## src/rtl/scl_gen_pkg.sv

```systemverilog
package scl_gen_pkg;
  typedef enum logic [1:0] {
    PH_IDLE = 2'd0,
    PH_LOW  = 2'd1,
    PH_WAIT = 2'd2,
    PH_HIGH = 2'd3
  } scl_phase_e;
endpackage

```

## src/rtl/scl_in_sync.sv

```systemverilog
module scl_in_sync #(
  parameter int STAGES = 2
) (
  input  logic clk,
  input  logic rst,
  input  logic d_async,
  output logic q_sync
);
  logic [STAGES-1:0] chain;

  generate
    for (genvar i = 0; i < STAGES; i++) begin : g_stage
      if (i == 0) begin : g_first
        always_ff @(posedge clk) begin
          if (rst) chain[0] <= 1'b1;
          else     chain[0] <= d_async;
        end
      end else begin : g_next
        always_ff @(posedge clk) begin
          if (rst) chain[i] <= 1'b1;
          else     chain[i] <= chain[i-1];
        end
      end
    end
  endgenerate

  assign q_sync = chain[STAGES-1];
endmodule

```

## src/rtl/scl_tick_gen.sv

```systemverilog
module scl_tick_gen (
  input  logic clk,
  input  logic rst,
  input  logic div2,
  input  logic restart,
  output logic tick
);
  logic phase_q;

  // Restart aligns the first tick of a phase: with div2 the first tick is
  // the second cycle after the phase load.
  always_ff @(posedge clk) begin
    if (rst || restart) phase_q <= 1'b0;
    else                phase_q <= ~phase_q;
  end

  assign tick = ~div2 | phase_q;
endmodule

```

## src/rtl/scl_count_sel.sv

```systemverilog
module scl_count_sel #(
  parameter int REG_W        = 8,
  parameter int LOW_EXT_POS  = 7,
  parameter int HIGH_EXT_POS = 6,
  localparam int COUNT_W     = REG_W + 1
) (
  input  logic [REG_W-1:0]   low_reg,
  input  logic [REG_W-1:0]   high_reg,
  input  logic [REG_W-1:0]   ext_reg,
  output logic [COUNT_W-1:0] low_eff,
  output logic [COUNT_W-1:0] high_eff
);
  logic [COUNT_W-1:0] low_raw, high_raw;

  assign low_raw  = {ext_reg[LOW_EXT_POS],  low_reg};
  assign high_raw = {ext_reg[HIGH_EXT_POS], high_reg};

  // A zero count would stall the phase; it is promoted to one tick.
  assign low_eff  = (low_raw  == '0) ? COUNT_W'(1) : low_raw;
  assign high_eff = (high_raw == '0) ? COUNT_W'(1) : high_raw;
endmodule

```

## src/rtl/scl_period_gen.sv

```systemverilog
module scl_period_gen
  import scl_gen_pkg::*;
#(
  parameter int REG_W       = 8,
  parameter int SYNC_STAGES = 2,
  localparam int COUNT_W    = REG_W + 1
) (
  input  logic             clk,
  input  logic             rst,
  input  logic             enable,
  input  logic             active,
  input  logic             div2,
  input  logic [REG_W-1:0] low_count,
  input  logic [REG_W-1:0] high_count,
  input  logic [REG_W-1:0] ext_cfg,
  input  logic             scl_in,
  output logic             scl_drive_low,
  output logic             sda_change_stb,
  output logic             sda_sample_stb
);
  scl_phase_e         state_q;
  logic [COUNT_W-1:0] remain_q;
  logic [COUNT_W-1:0] mid_q;
  logic               seen_low_q;
  logic               run;
  logic               scl_s;
  logic               tick;
  logic               start_low;
  logic               start_high;
  logic [COUNT_W-1:0] low_eff, high_eff;
  logic [COUNT_W-1:0] remain_dec;

  assign run        = enable & active;
  assign remain_dec = remain_q - COUNT_W'(1);

  scl_in_sync #(.STAGES(SYNC_STAGES)) u_sync (
    .clk     (clk),
    .rst     (rst),
    .d_async (scl_in),
    .q_sync  (scl_s)
  );

  scl_count_sel #(.REG_W(REG_W)) u_sel (
    .low_reg  (low_count),
    .high_reg (high_count),
    .ext_reg  (ext_cfg),
    .low_eff  (low_eff),
    .high_eff (high_eff)
  );

  always_comb begin
    start_low  = 1'b0;
    start_high = 1'b0;
    if (run) begin
      unique case (state_q)
        PH_IDLE: start_low  = 1'b1;
        PH_HIGH: start_low  = tick && (remain_q == COUNT_W'(1));
        PH_WAIT: start_high = seen_low_q && scl_s;
        default: ;
      endcase
    end
  end

  scl_tick_gen u_tick (
    .clk     (clk),
    .rst     (rst),
    .div2    (div2),
    .restart (start_low | start_high),
    .tick    (tick)
  );

  always_ff @(posedge clk) begin
    if (rst) begin
      state_q        <= PH_IDLE;
      remain_q       <= '0;
      mid_q          <= '0;
      seen_low_q     <= 1'b0;
      scl_drive_low  <= 1'b0;
      sda_change_stb <= 1'b0;
      sda_sample_stb <= 1'b0;
    end else begin
      sda_change_stb <= 1'b0;
      sda_sample_stb <= 1'b0;
      if (!run) begin
        state_q       <= PH_IDLE;
        scl_drive_low <= 1'b0;
        seen_low_q    <= 1'b0;
      end else if (start_low) begin
        state_q        <= PH_LOW;
        scl_drive_low  <= 1'b1;
        remain_q       <= low_eff;
        sda_change_stb <= 1'b1;
        seen_low_q     <= 1'b0;
      end else if (start_high) begin
        state_q        <= PH_HIGH;
        remain_q       <= high_eff;
        mid_q          <= high_eff - (high_eff >> 1);
        sda_sample_stb <= (high_eff == COUNT_W'(1));
      end else begin
        unique case (state_q)
          PH_LOW: begin
            if (!scl_s) seen_low_q <= 1'b1;
            if (tick) begin
              if (remain_q == COUNT_W'(1)) begin
                state_q       <= PH_WAIT;
                scl_drive_low <= 1'b0;
              end else begin
                remain_q <= remain_dec;
              end
            end
          end
          PH_WAIT: begin
            if (!scl_s) seen_low_q <= 1'b1;
          end
          PH_HIGH: begin
            if (tick) begin
              remain_q       <= remain_dec;
              sda_sample_stb <= (remain_dec == mid_q);
            end
          end
          default: ;
        endcase
      end
    end
  end
endmodule

```

## config.mk

```make
export PLATFORM = sky130hd
export DESIGN_NAME = scl_period_gen
export DESIGN_NICKNAME = d
export VERILOG_FILES = /design/src/rtl/scl_gen_pkg.sv /design/src/rtl/scl_in_sync.sv /design/src/rtl/scl_tick_gen.sv /design/src/rtl/scl_count_sel.sv /design/src/rtl/scl_period_gen.sv
export SDC_FILE = /design/constraint.sdc
export NUM_CORES = 1
export LEC_CHECK = 0
export ABC_AREA = 1
export BUFFER_PORTS_ARGS = -buffer_cell sky130_fd_sc_hd__buf_2
export CORE_ASPECT_RATIO = 1.5
export CORE_UTILIZATION = 52
export CTS_CLUSTER_DIAMETER = 200
export DETAILED_ROUTE_END_ITERATION = 10
export PLACE_DENSITY = 0.87
export SYNTH_ARGS = -nofsm -noshare
export SYNTH_HDL_FRONTEND = slang
export SYNTH_SLANG_ARGS = --single-unit
```

## constraint.sdc

```tcl
create_clock -name clk -period 2.2 [get_ports clk]
set_input_delay 0.44 -clock clk [delete_from_list [all_inputs] [get_ports clk]]
set_output_delay 0.44 -clock clk [all_outputs]
set_load 0.1 [all_outputs]
```

==> results.toml, run 1 <==
[status]
status = "finished, final reports clean"

[power]
power_switching_uw = 456
power_frac_seq = 0.412
p_int_uw = 804
switching_share = 0.362
power.ir.vdd_worst_v = 0.000510
share_clk_of_total_power = 0.238
p_per_area_nw_per_um2 = 491
power.combinational.fraction = 0.350
report.power.total_mw = 1.26
power.static_leakage_nw = 1.39

[synthesis]
post_synthesis_average_cell_area_um2 = 6.08
yosysSeqAreaShare = 0.238
synthesis.area_um2 = 2270
synth_enable_flop_cells = 0
yosys.cell_types.count = 30
async_reset_ff_frac = 0
synth.ff_latch_count = 27
yosys_most_used_dff = "sky130_fd_sc_hd__dfxtp_1"
post-synth-top-count-cell = "sky130_fd_sc_hd__nand2_1"
synth.largest_area_cell = "sky130_fd_sc_hd__dfxtp_1"
synthesis.nets = 423
yosys_warnings = 0
netlist_top_cells_area = "sky130_fd_sc_hd__dfxtp_1 24%, sky130_fd_sc_hd__nand2_1 17%, sky130_fd_sc_hd__ha_1 10%"
synth_top_area_share = 0.238
synthesis.instances = 373
synth.cells.most_frequent = "103 x sky130_fd_sc_hd__nand2_1, 47 x sky130_fd_sc_hd__nor2_1, 46 x sky130_fd_sc_hd__inv_1"

[floorplanning]
initial_core_util = 0.539
chipWidth_um = 55.9
die_height_um = 82.9
boundaryPins = 33
design.core.area_um2 = 4210
area_of_the_die_um2 = 4640
rows = 29

[critical_path]
endpoint_kind = "register"
critical_path_buf_inv_count = 3
timing.critical_path.required_ns = 2.38
stage_delay_of_the_slowest_cell_on_the_critical_path_ns = 0.35
worst_path_max_delay_cell = "sky130_fd_sc_hd__fa_2"
arrival_time_at_the_worst_endpoint_ns = 2.25
timing.setup.critical_path_class = "primary input to register"
path_cells = "buf_2, nor2_1, nand3_1, o21ai_2, inv_1, ha_1, fa_2, buf_4, o21ai_0, xor2_1, a21oi_1"
startpoint_type = "primary input"
cell_family_with_the_largest_share_of_critical_path_delay = "adder cells"
maximum_fanout_along_the_worst_path = 2

[clock_tree]
tritoncts = "done"
h-tree-depth = 1
clkSinkCount = 27
root_buffer = "sky130_fd_sc_hd__clkbuf_8"
cts-root-to-sink-buffers = 2
tritoncts.num_buffers = 3
worst_setup_hold_path_clk_slew_ns = 0.10
cts_hold_repair.buffers = 0
clkLatencyLatePin_ns = 0.28

[sta]
slew-limit-headroom = 0.625
max_slew.worst_pin.slew_ns = 0.561
setup_viol = 0
max_clock_freq_mhz = 481
finClkSkew_ns = 0.00651
final_max_slew_viols = 0
final_period_minus_worst_setup_slack_ns = 2.08
final_min_period_over_clock_period = 0.944
final-hold-violation-count = 0
timing.final.ws_setup_ns = 0.123

[flow_run]
maxCapViolCount = 0

[grt]
antenna_found_initial = 0
grt_max_degree = 19
congestion_overflow_gr = 0
number_of_global_route_vias_before_repair = 2330
globalRouteTotalUtil = 0.243
grt_pass1_wl_um = 9180

[cells_and_area]
top_regs = "mid_q (9), remain_q (9), state_q (2)"
antenna-diode-count = 0
num-nets-final = 457
syn_to_final_growth_pct = 13.0
final_layout_size_suffix_gt1_frac = 0.163
n_fill_cell = 382

[drt]
wl_per_cell_um = 12.2
finalWirelength_um = 5520
vias_post_dr = 2419
postRouteAntennaNets = 0
drc_violations_left = 0
drt_pass_1_iters = 5
dr.first_iter.drc_count = 127
vias_per_cell = 5.35

[placement]
routabilityCongestion = 0.965
dpl.hpwl_um = 4400
port_buffers = 26
pre_cts_setup_slack_ns = -0.308

[worst_hold_path]
hold_path.class = "primary input to register"
-- logic make-up (layout without fill, tap and decap cells) --
group                    count (synthesis)  in the layout  share of synthesized area
AND/OR/NAND/NOR                        204            204                      0.391
buffers and inverters                   65             98                      0.116
AO/OA/AOI/OAI                           51             51                      0.119
flip-flops                              27             27                      0.238
adder cells (fa/ha/maj)                 20             20                      0.114
XOR/XNOR                                 6              6                     0.0232
-- cell usage in the layout (no fill, tap or decap) --
cell type,netlist,final
sky130_fd_sc_hd__nor2_2,2,2
sky130_fd_sc_hd__nor2_1,47,47
sky130_fd_sc_hd__nand2_2,6,6
sky130_fd_sc_hd__inv_2,4,4
sky130_fd_sc_hd__dfxtp_1,27,27
sky130_fd_sc_hd__o21a_1,2,2
sky130_fd_sc_hd__nand3b_1,1,1
sky130_fd_sc_hd__clkbuf_1,8,1
sky130_fd_sc_hd__xor2_1,4,4
sky130_fd_sc_hd__nand4_1,7,7
sky130_fd_sc_hd__nor4_1,1,1
sky130_fd_sc_hd__a21oi_1,13,13
sky130_fd_sc_hd__nor3_1,3,3
sky130_fd_sc_hd__inv_1,46,46
sky130_fd_sc_hd__fa_2,0,1
sky130_fd_sc_hd__o21ai_2,0,2
sky130_fd_sc_hd__nand3_4,1,1
sky130_fd_sc_hd__nand2_4,1,1
sky130_fd_sc_hd__or2_2,2,2
sky130_fd_sc_hd__nand3_2,2,2
sky130_fd_sc_hd__nand3_1,28,28
sky130_fd_sc_hd__a21o_1,1,1
sky130_fd_sc_hd__xnor2_1,2,2
sky130_fd_sc_hd__a31oi_1,3,3
sky130_fd_sc_hd__o21ai_0,31,29
sky130_fd_sc_hd__ha_1,19,19
sky130_fd_sc_hd__clkinv_1,2,2
sky130_fd_sc_hd__nand2_1,103,103
sky130_fd_sc_hd__buf_4,0,16
sky130_fd_sc_hd__o21bai_1,1,1
sky130_fd_sc_hd__clkbuf_8,0,3
sky130_fd_sc_hd__buf_2,3,26
-- cell type report --
cell class | instances | area (um^2) | area share
multi-input cells | 281 | 1480 | 0.576
flip-flops and latches | 27 | 541 | 0.211
repair buffers | 42 | 250 | 0.0976
inverters | 52 | 195 | 0.0761
well taps | 46 | 57.6 | 0.0224
clock buffers | 4 | 45.0 | 0.0176
-- metal layers --
layer,part of all wire,wire (um),global-route usage,vias to the layer above
li1,-,-,-,1244
met1,0.39,2150,0.240,1047
met2,0.51,2820,0.469,105
met3,0.059,324,0.0249,23
met4,0.040,222,0.149,0
met5,0,0,0,-
-- stage by stage --
step / util / hold slack [ns] / area (um^2) / setup TNS (ns) / std cells
after floorplan: - / 0.389 / 2270 / 0 / 373
after global placement: 0.596 / 0.406 / 2510 / -0.440 / 448
after detailed placement: 0.596 / 0.414 / 2510 / -0.703 / 448
after CTS: 0.607 / 0.351 / 2550 / 0 / 452
after global routing: 0.609 / 0.358 / 2560 / -0.00570 / 452
final: 0.609 / 0.343 / 2560 / 0 / 452
-- power groups by stage --
stage / sequential, mW / clock [mW] / combinational [mW]
finish: 0.519 / 0.300 / 0.442
global route: 0.521 / 0.313 / 0.502
CTS: 0.518 / 0.298 / 0.434
detailed placement: 0.529 / 0 / 0.431
floorplan: 0.534 / 0 / 0.311
global placement: 0.529 / 0 / 0.419
-- what timing repair did --
action | in CTS | in global routing
cloned | 0 | 0
buffers inserted | 0 | 0
gates resized for setup | 1 | 3
pin swaps | 0 | 1
endpoints found under the setup margin | 1 | 2
-- path summary, 6_finish.rpt --
check | start | end | slack [ns] | cells past startpoint
setup / recovery | high_count[6] | mid_q[6] | 0.12 | 11
hold / removal | scl_in | u_sync.chain[0] | 0.34 | 2
setup reg to reg | state_q[0] | remain_q[7] | 0.27 | 11
hold reg to reg | u_sync.chain[0] | u_sync.q_sync | 0.43 | 1
-- worst reg2reg max path, delay by kind of cell (launching register included) --
| kind | cells | cell delay (ns) |
|---|---|---|
| buf+inv | 2 | 0.28 |
| flops | 1 | 0.43 |
| simple gates | 7 | 0.69 |
| compound gates | 1 | 0.24 |
| fa+ha+maj | 1 | 0.22 |
Power figures use the tool's default switching activity.
==> inputs of run 2 (changes only) <==
- RECOVER_POWER: unset -> 100
==> results.toml, run 2 (same netlist as run 1, synthesis figures left out) <==
[status]
status = "finished, final reports clean"

[power]
p_per_area_nw_per_um2 = 493
p_int_uw = 803
power.static_leakage_nw = 1.37
switching_share = 0.361
power.ir.vdd_worst_v = 0.000511
power.combinational.fraction = 0.350
share_clk_of_total_power = 0.237
power_switching_uw = 454
report.power.total_mw = 1.26
power_frac_seq = 0.413

[cells_and_area]
finish.cell_count_without_fillers = 452
syn_to_final_growth_pct = 12.5
top_regs = "mid_q (9), remain_q (9), state_q (2)"
layout_commonest_cell = "sky130_fd_sc_hd__nand2_1"
final_layout_size_suffix_gt1_frac = 0.148
num-nets-final = 457
antenna-diode-count = 0
highest_count_cells_in_the_layout_ignoring_fill_and_taps = "105 x sky130_fd_sc_hd__nand2_1, 47 x sky130_fd_sc_hd__nor2_1, 46 x sky130_fd_sc_hd__inv_1, 29 x sky130_fd_sc_hd__o21ai_0, 28 x sky130_fd_sc_hd__nand3_1"

[critical_path]
timing.setup.critical_path_class = "primary input to register"
startpoint_type = "primary input"
cell_family_with_the_largest_share_of_critical_path_delay = "adder cells"
worst_path_max_delay_cell = "sky130_fd_sc_hd__fa_2"
critical_path_buf_inv_count = 3
arrival_time_at_the_worst_endpoint_ns = 2.25
endpoint_kind = "register"
stage_delay_of_the_slowest_cell_on_the_critical_path_ns = 0.35
path_cells = "buf_2, nor2_1, nand3_1, o21ai_2, inv_1, ha_1, fa_2, buf_4, o21ai_0, xor2_1, a21oi_1"
timing.critical_path.required_ns = 2.38
maximum_fanout_along_the_worst_path = 2

[floorplanning]
chipWidth_um = 55.9
die_height_um = 82.9
boundaryPins = 33
initial_core_util = 0.539
design.core.area_um2 = 4210
rows = 29
area_of_the_die_um2 = 4640

[sta]
max_clock_freq_mhz = 482
whs_ns = 0.345
final-hold-violation-count = 0
final_max_slew_viols = 0
setup_viol = 0
final_period_minus_worst_setup_slack_ns = 2.07
totalNegativeSetupSlack_ns = 0
slew-limit-headroom = 0.229
finClkSkew_ns = 0.00430
timing.final.ws_setup_ns = 0.127
final_min_period_over_clock_period = 0.942
max_slew.worst_pin.slew_ns = 1.16

[grt]
grt_max_degree = 19
congestion_overflow_gr = 0
number_of_global_route_vias_before_repair = 2330
antenna_found_initial = 0
grt_pass1_wl_um = 9180
globalRouteTotalUtil = 0.243

[clock_tree]
clkLatencyLatePin_ns = 0.28
h-tree-depth = 1
clkSinkCount = 27
worst_setup_hold_path_clk_slew_ns = 0.10
post-cts-setup-buffers = 0
cts-root-to-sink-buffers = 2
tritoncts.num_buffers = 3
root_buffer = "sky130_fd_sc_hd__clkbuf_8"
tritoncts = "done"

[placement]
routabilityCongestion = 0.965
dpl.hpwl_um = 4400
port_buffers = 26
placed_cells = 448
pre_cts_setup_slack_ns = -0.308

[flow_run]
maxCapViolCount = 0

[drt]
vias_post_dr = 2398
vias_per_cell = 5.31
wl_per_cell_um = 12.2
drc_violations_left = 0
drt_pass_1_iters = 5
dr.first_iter.drc_count = 137
postRouteAntennaNets = 0
finalWirelength_um = 5500

[worst_hold_path]
hold_path.class = "primary input to register"
[run 2: cell types whose count changed in the layout (fill, tap and decap cells not counted)]
cell	delta
sky130_fd_sc_hd__buf_2	-4
sky130_fd_sc_hd__clkbuf_1	+4
sky130_fd_sc_hd__nand2_1	+2
sky130_fd_sc_hd__nand2_2	-2
sky130_fd_sc_hd__buf_4	-1
sky130_fd_sc_hd__clkbuf_2	+1
[run 2: final timing paths]
check / startpoint / endpoint / slack (ns) / cells after the start
worst min register to register: u_sync.chain[0] / u_sync.q_sync / 0.43 / 1
worst max register to register: state_q[0] / remain_q[1] / 0.25 / 11
worst max-delay path: high_count[6] / mid_q[6] / 0.13 / 11
worst min-delay path: scl_in / u_sync.chain[0] / 0.34 / 2
[run 2: what timing repair did]
action                                  in CTS  in global routing
pin swaps                                    0                  1
hold buffers                                 0                  0
endpoints found under the setup margin       1                  2
resized for setup                            1                  3
cloned                                       0                  0
[run 2: power groups by stage]
stage | sequential, mW | combinational (mW) | clock, mW
3_5_place_dp | 0.529 | 0.431 | 0
3_3_place_gp | 0.529 | 0.419 | 0
2_1_floorplan | 0.534 | 0.311 | 0
5_1_grt | 0.521 | 0.501 | 0.313
6_report | 0.519 | 0.440 | 0.298
4_1_cts | 0.518 | 0.434 | 0.298
[run 2: per-stage QoR]
step,utilization,instance area [um^2]
6_report,0.606,2550
4_1_cts,0.607,2550
5_1_grt,0.606,2550
3_3_place_gp,0.596,2510
2_1_floorplan,-,2270
3_5_place_dp,0.596,2510
[run 2: metal layers]
| metal | GRT usage | part of all wire |
|---|---|---|
| met5 | 0 | 0 |
| met2 | 0.469 | 0.52 |
| met4 | 0.149 | 0.037 |
| met3 | 0.0249 | 0.044 |
| met1 | 0.240 | 0.40 |
[run 2: area by class of cell]
| cell class | instances | area (um^2) |
|---|---|---|
| Fill cell | 386 | 1660 |
| Sequential cell | 27 | 541 |
| Clock buffer | 4 | 45.0 |
| Inverter | 52 | 195 |
| Timing Repair Buffer | 42 | 243 |
| Multi-Input combinational cell | 281 | 1470 |
| Tap cell | 46 | 57.6 |
==> inputs of run 3 (changes only) <==
- ABC_AREA: 1 -> unset
- SKIP_CTS_REPAIR_TIMING: unset -> 1
==> results.toml, run 3 <==
[synthesis]
synthesis.nets = 303
synth.ff_latch_count = 27
synth.largest_area_cell = "sky130_fd_sc_hd__dfxtp_1"
yosys.cell_types.count = 56
synth_enable_flop_cells = 0
netlist_top_cells_area = "sky130_fd_sc_hd__dfxtp_1 25%, sky130_fd_sc_hd__ha_1 11%, sky130_fd_sc_hd__a211oi_1 5.6%"
yosys_warnings = 0
yosysSeqAreaShare = 0.250
synthesis.instances = 253
post_synthesis_average_cell_area_um2 = 8.55
synth.cells.most_frequent = "32 x sky130_fd_sc_hd__nor2_1, 27 x sky130_fd_sc_hd__dfxtp_1, 19 x sky130_fd_sc_hd__ha_1"
synthesis.area_um2 = 2160
synth_top_area_share = 0.250
post-synth-top-count-cell = "sky130_fd_sc_hd__nor2_1"
async_reset_ff_frac = 0
yosys_most_used_dff = "sky130_fd_sc_hd__dfxtp_1"

[sta]
max_slew.worst_pin.slew_ns = 1.16
slew-limit-headroom = 0.230
final_min_period_over_clock_period = 0.984
final_period_minus_worst_setup_slack_ns = 2.16
totalNegativeSetupSlack_ns = 0
unrepaired_setup_endpoints_after_global_routing = "yes"
final-hold-violation-count = 0
max_clock_freq_mhz = 462
final_max_slew_viols = 0
finClkSkew_ns = 0.00596
whs_ns = 0.333
setup_viol = 0

[power]
power_switching_uw = 414
power.ir.vdd_worst_v = 0.000427
switching_share = 0.332
p_int_uw = 832
power_frac_seq = 0.422
p_per_area_nw_per_um2 = 485
share_clk_of_total_power = 0.237
power.static_leakage_nw = 1.07
power.combinational.fraction = 0.341

[floorplanning]
boundaryPins = 33
design.core.area_um2 = 3960
initial_core_util = 0.546
die_height_um = 81.0
area_of_the_die_um2 = 4430
rows = 28
chipWidth_um = 54.7

[clock_tree]
root_buffer = "sky130_fd_sc_hd__clkbuf_8"
worst_setup_hold_path_clk_slew_ns = 0.10
tritoncts = "done"
tritoncts.num_buffers = 3
h-tree-depth = 1
clkLatencyLatePin_ns = 0.28
cts-root-to-sink-buffers = 2
clkSinkCount = 27

[critical_path]
cell_family_with_the_largest_share_of_critical_path_delay = "compound AO/OA/AOI/OAI gates"
startpoint_type = "primary input"
stage_delay_of_the_slowest_cell_on_the_critical_path_ns = 0.36
path_cells = "buf_2, nor4_4, a21oi_2, ha_2, fa_2, o21bai_4, a211oi_1, nor2_1, o41ai_2, xnor2_1, a211oi_1"
critical_path.reg2reg.startpoint = "remain_q[1]"
crit_start = "ext_cfg[6]"
ff2ff_path_depth = 8
crit_cells = 11
worst_path_max_delay_cell = "sky130_fd_sc_hd__fa_2"
arrival_time_at_the_worst_endpoint_ns = 2.37
timing.setup.critical_path_class = "primary input to register"
critical_path_buf_inv_count = 1
endpoint_kind = "register"
maximum_fanout_along_the_worst_path = 2
worst_path_most_repeated_cell = "sky130_fd_sc_hd__a211oi_1"
timing.critical_path.required_ns = 2.41

[cells_and_area]
layout_commonest_cell = "sky130_fd_sc_hd__nor2_1"
top_regs = "mid_q (9), remain_q (9), state_q (2)"
highest_count_cells_in_the_layout_ignoring_fill_and_taps = "32 x sky130_fd_sc_hd__nor2_1, 27 x sky130_fd_sc_hd__dfxtp_1, 26 x sky130_fd_sc_hd__buf_4, 22 x sky130_fd_sc_hd__buf_2"
final_layout_size_suffix_gt1_frac = 0.279
antenna-diode-count = 0
num-nets-final = 348
syn_to_final_growth_pct = 18.9

[grt]
number_of_global_route_vias_before_repair = 2015
congestion_overflow_gr = 0
antenna_found_initial = 0
grt_pass1_wl_um = 8740
grt_max_degree = 20
globalRouteTotalUtil = 0.272

[worst_hold_path]
holdCritStartpoint = "scl_in"
hold_path.class = "primary input to register"
hold-path-cell-count = 2

[drt]
dr.first_iter.drc_count = 59
wl_per_cell_um = 16.5
vias_per_cell = 5.99
drt_pass_1_iters = 4
vias_post_dr = 2050
postRouteAntennaNets = 0
drc_violations_left = 0
finalWirelength_um = 5640

[status]
status = "finished, final reports clean"

[placement]
dpl.hpwl_um = 4550
routabilityCongestion = 0.989
port_buffers = 26

[flow_run]
maxCapViolCount = 0
run 3: per-layer routing:
metal  GRT usage  share of wire  up-vias  wire length (um)
met5           0              0        -                 0
met4       0.154          0.044        0               250
met3      0.0169          0.022       20               125
met2       0.508           0.55       51              3110
met1       0.279           0.38      981              2150
li1            -              -      998                 -
run 3: worst paths after layout:
kind | slack (ns) | endpoint
worst max-delay path | 0.04 | mid_q[8]
worst max register to register | 0.06 | mid_q[7]
worst min register to register | 0.42 | u_tick.phase_q
worst min-delay path | 0.33 | u_sync.chain[0]
run 3: final cells by class:
type | instances | area, um^2
tap | 45 | 56.3
inverter | 18 | 67.6
clock buffer | 3 | 41.3
fill | 351 | 1390
clock inverter | 1 | 7.51
multi-input combinational | 193 | 1520
sequential | 27 | 541
timing repair buffer | 55 | 333
run 3: kinds of logic after synthesis:
family / count (synthesis) / synth area share
AOI/OAI and AO/OA: 66 / 0.253
adders and majority gates: 20 / 0.119
DFF: 27 / 0.250
buffers and inverters: 33 / 0.0689
xor gates and xnor gates: 16 / 0.0648
muxes: 1 / 0.00463
and+or+nand+nor: 90 / 0.240
run 3: power by group through the flow:
stage / sequential [mW] / clock (mW) / combinational [mW]
finish: 0.526 / 0.296 / 0.425
global route: 0.528 / 0.316 / 0.463
CTS: 0.526 / 0.297 / 0.408
detailed placement: 0.537 / 0 / 0.406
global placement: 0.536 / 0 / 0.394
floorplan: 0.543 / 0 / 0.260
run 3: stage by stage:
step / cells / power (mW) / area [um^2] / setup slack (ns) / utilization
finish: 342 / 1.25 / 2570 / 0.0355 / 0.649
global placement: 337 / 0.931 / 2490 / -0.290 / 0.630
global route: 342 / 1.31 / 2570 / -0.0733 / 0.649
detailed placement: 337 / 0.943 / 2490 / -0.367 / 0.630
CTS: 341 / 1.23 / 2540 / -0.0774 / 0.643
floorplan: 253 / 0.802 / 2180 / 0.000662 / -
